<file path="src/rtl/cla2_pkg.sv">
package cla2_pkg;
  localparam int unsigned GROUP_W_DEF  = 4;
  localparam int unsigned N_GROUPS_DEF = 4;
endpackage

</file>
<file path="src/rtl/cla_unit.sv">
// Flat lookahead: carries into each position as sums of products, no chain.
module cla_unit #(
  parameter int unsigned N = 4
) (
  input  logic [N-1:0] p_i,
  input  logic [N-1:0] g_i,
  input  logic         cin_i,
  output logic [N-1:0] c_o,
  output logic         cout_o,
  output logic         grp_p_o,
  output logic         grp_g_o
);
  logic [N:0] carry;

  always_comb begin
    logic acc;
    logic term;
    carry    = '0;
    carry[0] = cin_i;
    for (int k = 1; k <= N; k++) begin
      acc = 1'b0;
      for (int j = 0; j <= k; j++) begin
        term = (j == 0) ? cin_i : g_i[j-1];
        for (int m = j; m < k; m++) term = term & p_i[m];
        acc = acc | term;
      end
      carry[k] = acc;
    end
  end

  always_comb begin
    logic acc;
    logic term;
    acc = 1'b0;
    for (int j = 1; j <= N; j++) begin
      term = g_i[j-1];
      for (int m = j; m < N; m++) term = term & p_i[m];
      acc = acc | term;
    end
    grp_g_o = acc;
  end

  assign grp_p_o = &p_i;
  assign c_o     = carry[N-1:0];
  assign cout_o  = carry[N];

  always_comb begin
    for (int k = 0; k < N; k++) begin
      p_carry_step_r5: assert (carry[k+1] == (g_i[k] | (p_i[k] & carry[k])))
        else $error("carry step mismatch at %0d", k);
    end
    p_group_carry_r5: assert (cout_o == (grp_g_o | (grp_p_o & cin_i)))
      else $error("group carry mismatch");
  end
endmodule

</file>
<file path="src/rtl/cla_group.sv">
module cla_group #(
  parameter int unsigned W = 4
) (
  input  logic [W-1:0] a_i,
  input  logic [W-1:0] b_i,
  input  logic         cin_i,
  output logic [W-1:0] sum_o,
  output logic         grp_p_o,
  output logic         grp_g_o
);
  logic [W-1:0] bit_g, bit_p, bit_c;
  logic         slice_cout;

  assign bit_g = a_i & b_i;
  assign bit_p = a_i | b_i;

  cla_unit #(.N(W)) u_bit_la (
    .p_i    (bit_p),
    .g_i    (bit_g),
    .cin_i  (cin_i),
    .c_o    (bit_c),
    .cout_o (slice_cout),
    .grp_p_o(grp_p_o),
    .grp_g_o(grp_g_o)
  );

  assign sum_o = a_i ^ b_i ^ bit_c;

  always_comb begin
    logic [W:0] raw;
    logic [W:0] full;
    raw  = {1'b0, a_i} + {1'b0, b_i};
    full = raw + {{W{1'b0}}, cin_i};
    p_slice_gen_r3: assert (grp_g_o == raw[W]) else $error("slice generate mismatch");
    p_slice_prop_r4: assert (grp_p_o == (&(a_i | b_i))) else $error("slice propagate mismatch");
    p_slice_sum_r1: assert ({slice_cout, sum_o} == full) else $error("slice sum mismatch");
  end
endmodule

</file>
<file path="src/rtl/cla2_adder.sv">
module cla2_adder #(
  parameter int unsigned GROUP_W  = cla2_pkg::GROUP_W_DEF,
  parameter int unsigned N_GROUPS = cla2_pkg::N_GROUPS_DEF,
  localparam int unsigned WIDTH   = GROUP_W * N_GROUPS
) (
  input  logic [WIDTH-1:0]    a_i,
  input  logic [WIDTH-1:0]    b_i,
  input  logic                cin_i,
  output logic [WIDTH-1:0]    sum_o,
  output logic                cout_o,
  output logic [N_GROUPS-1:0] grp_p_o,
  output logic [N_GROUPS-1:0] grp_g_o
);
  logic [N_GROUPS-1:0] grp_c;
  logic                top_p, top_g;

  for (genvar k = 0; k < N_GROUPS; k++) begin : g_slice
    cla_group #(.W(GROUP_W)) u_group (
      .a_i    (a_i[k*GROUP_W +: GROUP_W]),
      .b_i    (b_i[k*GROUP_W +: GROUP_W]),
      .cin_i  (grp_c[k]),
      .sum_o  (sum_o[k*GROUP_W +: GROUP_W]),
      .grp_p_o(grp_p_o[k]),
      .grp_g_o(grp_g_o[k])
    );
  end

  // second level: slice carries from slice P/G, no inter-slice ripple
  cla_unit #(.N(N_GROUPS)) u_grp_la (
    .p_i    (grp_p_o),
    .g_i    (grp_g_o),
    .cin_i  (cin_i),
    .c_o    (grp_c),
    .cout_o (cout_o),
    .grp_p_o(top_p),
    .grp_g_o(top_g)
  );

  always_comb begin
    logic [WIDTH:0] full;
    full = {1'b0, a_i} + {1'b0, b_i} + {{WIDTH{1'b0}}, cin_i};
    p_sum_r1: assert (sum_o == full[WIDTH-1:0]) else $error("sum mismatch");
    p_cout_r2: assert (cout_o == full[WIDTH]) else $error("carry out mismatch");
    p_top_carry_r5: assert (cout_o == (top_g | (top_p & cin_i))) else $error("top carry mismatch");
  end
endmodule

</file>
<file path="config.mk">
export PLATFORM = sky130hd
export DESIGN_NAME = cla2_adder
export DESIGN_NICKNAME = d
export VERILOG_FILES = /design/src/rtl/cla2_pkg.sv /design/src/rtl/cla_unit.sv /design/src/rtl/cla_group.sv /design/src/rtl/cla2_adder.sv
export SDC_FILE = /design/constraint.sdc
export NUM_CORES = 1
export LEC_CHECK = 0
export ABC_AREA = 1
export ABC_CLOCK_PERIOD_IN_PS = 2800
export CAP_MARGIN = 10
export CORE_ASPECT_RATIO = 1.25
export CORE_UTILIZATION = 45
export DETAILED_ROUTE_END_ITERATION = 7
export PLACE_DENSITY = 0.86
export SLEW_MARGIN = 0
export SYNTH_ARGS = -nofsm -noshare
export SYNTH_HDL_FRONTEND = slang
export SYNTH_HIERARCHICAL = 1
export SYNTH_SLANG_ARGS = --single-unit
</file>
<file path="constraint.sdc">
create_clock -name vclk -period 2.8
set_clock_uncertainty 0.1 [all_clocks]
set_input_delay 0.56 -clock vclk [all_inputs]
set_output_delay 0.56 -clock vclk [all_outputs]
set_load 0.03 [all_outputs]
</file>
==> impl_metrics.json, run 1 <==
{
  "status": "complete, but fails checks",
  "violations": "negative setup slack",
  "hpwl_mm": 2.74,
  "worstPathMaxFanout": 2,
  "grt_max_degree": 6,
  "design.seq.count": 0,
  "final_max_slew_viol_count": 0,
  "fin_crit_sh": 1.02,
  "wl_per_cell_um": 10.2,
  "crit_chain": "buf_2 > ha_4 > a21oi_2 > o211ai_1 > a21o_1 > a21o_2 > a21o_1 > a21o_2 > inv_2 > nand2_2 > nand2_4 > buf_6",
  "diodes": 0,
  "final_cells": 361,
  "initial_core_util": 0.478,
  "die_w_um": 49.9,
  "fillers": 167,
  "routed_via_density": 4.60,
  "coreArea_um2": 2710,
  "grt_pass1_wl_mm": 6.06,
  "drive_above_1_share": 0.511,
  "multi_input_area_um2": 1130,
  "dp_slack_ns": -0.658,
  "synth_nets": 296,
  "dieArea_um2": 3090,
  "tightest_slew_ns": 0.287,
  "slowest_delay_ns": 0.22,
  "antenna_found_initial": 0,
  "endpoint_kind": "output port",
  "grt_setup_unrepaired": "true",
  "p_leak_nw": 1.45,
  "syn_avg_cell_area_um2": 5.60,
  "io_pins": 58,
  "slew-limit-headroom": 0.808,
  "num_rows": 21,
  "first_global_vias": 1590,
  "num-clock-buffers": 0,
  "die_h_um": 61.9,
  "cp_data_required_time_ns": 2.14,
  "place_congestion": 0.794,
  "final_cell_mix": "61 x inv_1, 58 x buf_4, 48 x nand2_1",
  "p_per_area_nw_per_um2": 250,
  "criticalPathCategory": "input pin to output port",
  "hp-start": "a_i[1]",
  "layout_commonest_cell": "inv_1",
  "layout_min_cycle_time_ns": 2.87,
  "yosysWarningCount": 6,
  "clock.fmax_mhz": 349,
  "syn_inst": 231,
  "portBuffers": 58,
  "nets": 394,
  "worstPathArrival_ns": 2.21,
  "ir_worst_vdd_uv": 222,
  "fin_ws_ns": -0.0676,
  "finalSetupViolations": 2,
  "crit_slowest_cell": "a21o_2",
  "drcViolationCount": 0,
  "hp-class": "input pin to output port",
  "drtIter0Drc": 13,
  "dp_cells": 349,
  "syn_to_final_growth_pct": 81.4,
  "routed_wl_mm": 3.68,
  "regArea_um2": 0,
  "grt.overflow.total": 0,
  "holdPathStages": 6,
  "vias": 1660,
  "hold_end": "sum_o[1]",
  "dr.pass1.iters": 4,
  "syn_area_um2": 1290,
  "start_kind": "input pin",
  "cap_violations": 0,
  "hold_viol": 0,
  "holdWs_ns": 1.53,
  "track_usage": 0.246,
  "ant_nets": 0
}
-- worst max-delay path, delay by kind of cell --
| kind | cells | cell delay (ns) |
|---|---|---|
| buffers and inverters | 3 | 0.30 |
| AOI/OAI and AO/OA | 6 | 1.06 |
| adders and majority gates | 1 | 0.16 |
| and+or+nand+nor | 2 | 0.13 |
-- metrics by stage --
stage          TNS (ns)  power, W  cell area [um2]   util
3_3_place_gp      -5.40  0.000511             2190  0.809
2_1_floorplan    -0.183  0.000320             1430      -
4_1_cts          -0.120  0.000563             2320  0.859
6_report         -0.108  0.000586             2340  0.866
3_5_place_dp      -6.09  0.000525             2190  0.809
5_1_grt          -0.630  0.000635             2340  0.866
-- report_power, final --
group	leakage, nW	switching [W]	total, W	internal (W)
Combinational	1.45	0.000317	0.000586	0.000270
Clock	0	0	0	0
Sequential	0	0	0	0
-- layer usage --
metal	global-route usage	part of all wire	vias to the layer above	routed length [um]
li1	-	-	861	-
met1	0.227	0.35	746	1300
met2	0.564	0.58	47	2130
met3	0.0292	0.054	6	198
met4	0.0531	0.014	0	52
met5	0	0	-	0
-- repair_timing --
action                                  4_1_cts  5_1_grt
endpoints found under the setup margin       13        9
pin swaps                                    28       16
buffers inserted                             10        2
hold buffers                                  0        0
resized for setup                           113       27
-- how the worst max path moves through the flow --
stage,start,to,slack [ns],cells past startpoint
final,b_i[0],sum_o[10],-0.07,12
after detailed placement,b_i[1],sum_o[10],-0.66,14
after floorplan,b_i[1],sum_o[10],-0.13,12
after global placement,b_i[1],sum_o[10],-0.58,14
after CTS,b_i[1],sum_o[10],-0.07,14
after global routing,a_i[1],sum_o[10],-0.13,14
-- area by class of cell --
class / count / share of cell area
Tap cell: 34 / 0.0181
Inverter: 90 / 0.156
Timing Repair Buffer: 101 / 0.343
Multi-Input combinational cell: 136 / 0.483
Note: power is estimated with default switching activity, not from simulation.
==> run 2, diff against run 1 <==
--- a/config.mk
+++ b/config.mk
@@ -9,9 +9,9 @@
 export ABC_CLOCK_PERIOD_IN_PS = 2800
 export CAP_MARGIN = 10
 export CORE_ASPECT_RATIO = 1.25
-export CORE_UTILIZATION = 45
+export CORE_UTILIZATION = 29
 export DETAILED_ROUTE_END_ITERATION = 7
-export PLACE_DENSITY = 0.86
+export PLACE_DENSITY = 0.61
 export SLEW_MARGIN = 0
 export SYNTH_ARGS = -nofsm -noshare
 export SYNTH_HDL_FRONTEND = slang
==> impl_metrics.json, run 2 (same netlist as run 1, synthesis figures left out) <==
{
  "die_w_um": 61.7,
  "routed_via_density": 4.06,
  "worstPathMaxFanout": 2,
  "hold_viol": 0,
  "syn_to_final_growth_pct": 90.3,
  "place_congestion": 0.716,
  "routed_wl_mm": 3.06,
  "drtIter0Drc": 26,
  "portBuffers": 58,
  "track_usage": 0.132,
  "slew-limit-headroom": 0.799,
  "vias": 1571,
  "fin_crit_sh": 1.00,
  "wl_per_cell_um": 7.90,
  "grt_max_degree": 6,
  "clock.fmax_mhz": 356,
  "post-route-util": 0.591,
  "layout_commonest_cell": "buf_4",
  "p_per_area_nw_per_um2": 240,
  "initial_core_util": 0.310,
  "dp_slack_ns": -0.632,
  "hold_buffers": 0,
  "grt_setup_unrepaired": "true",
  "num-clock-buffers": 0,
  "hpwl_mm": 2.61,
  "violations": "negative setup slack",
  "grt_pass1_wl_mm": 5.15,
  "num_rows": 26,
  "grt.overflow.total": 0,
  "status": "complete, but fails checks",
  "final_max_slew_viol_count": 0,
  "cap_violations": 0,
  "tightest_slew_ns": 0.300,
  "antenna_found_initial": 0,
  "finalSetupViolations": 1,
  "fillers": 432,
  "start_kind": "input pin",
  "holdPathStages": 6,
  "drcViolationCount": 0,
  "hp-class": "input pin to output port",
  "io_pins": 58,
  "ir_worst_vdd_uv": 124,
  "drive_above_1_share": 0.523,
  "layout_min_cycle_time_ns": 2.81,
  "regArea_um2": 0,
  "hold_end": "sum_o[1]",
  "p_leak_nw": 1.49,
  "design.seq.count": 0,
  "die_h_um": 76.6,
  "criticalPathCategory": "input pin to output port",
  "dieArea_um2": 4730,
  "worstPathArrival_ns": 2.15,
  "dr.pass1.iters": 4,
  "ant_nets": 0,
  "coreArea_um2": 4160,
  "endpoint_kind": "output port",
  "final_cell_mix": "63 x buf_4, 61 x inv_1, 49 x nand2_1",
  "holdWs_ns": 1.52,
  "cp_data_required_time_ns": 2.14,
  "first_global_vias": 1401,
  "fin_ws_ns": -0.00555,
  "nets": 398,
  "diodes": 0,
  "hp-start": "a_i[1]"
}
==> run 2: cell count changes in the layout (fill, tap and decap cells not counted), sizes merged <==
| cell | delta |
|---|---|
| clkdlybuf4s15 | -1 |
| buf | +5 |
==> run 2: area by class of cell <==
cell class | count | area [um2] | share of cell area
inverter | 90 | 365 | 0.149
timing repair buffer | 105 | 877 | 0.357
tap | 56 | 70.1 | 0.0285
multi-input combinational | 136 | 1150 | 0.466
==> run 2: metal layers <==
| layer | global-route usage | part of all wire |
|---|---|---|
| met3 | 0.0153 | 0.063 |
| met1 | 0.145 | 0.41 |
| met4 | 0 | 0 |
| met2 | 0.266 | 0.53 |
| met5 | 0 | 0 |
==> run 2: timing repair <==
| item | 4_1_cts | 5_1_grt |
|---|---|---|
| gates resized for setup | 110 | 41 |
| pin swaps | 33 | 30 |
| endpoints found under the setup margin | 15 | 13 |
| setup buffers | 14 | 3 |
| endpoints found under the hold margin | 0 | 0 |
==> run 2: power by group <==
part	switching [W]	internal, W
clock	0	0
sequential	0	0
combinational	0.000306	0.000284
==> run 2: critical path: stages <==
cell	delay, ns
buf_12	0.11
inv_12	0.04
ha_4	0.12
inv_4	0.03
a21oi_2	0.10
o211ai_1	0.14
a21o_1	0.19
a21o_2	0.19
a21o_1	0.16
a21o_2	0.23
inv_2	0.05
nand2_2	0.05
nand2_4	0.05
buf_6	0.12
==> run 2: worst max path at each step <==
stage                      endpoint  startpoint  slack [ns]  depth (start not counted)
after global placement    sum_o[10]      b_i[1]       -0.59                         14
after floorplan           sum_o[10]      b_i[1]       -0.13                         12
after CTS                 sum_o[10]      a_i[1]       -0.05                         14
final                     sum_o[10]      b_i[1]      -0.006                         14
after detailed placement  sum_o[10]      b_i[1]       -0.63                         14
after global routing      sum_o[14]      b_i[1]       -0.11                         15
==> run 2: per-stage QoR <==
step / total power, W / setup TNS (ns) / instances / area [um2]
finish: 0.000590 / -0.00555 / 387 / 2460
global route: 0.000647 / -0.474 / 387 / 2460
detailed placement: 0.000522 / -5.99 / 370 / 2210
floorplan: 0.000320 / -0.183 / 231 / 1430
global placement: 0.000517 / -5.39 / 370 / 2210
CTS: 0.000569 / -0.0734 / 384 / 2390
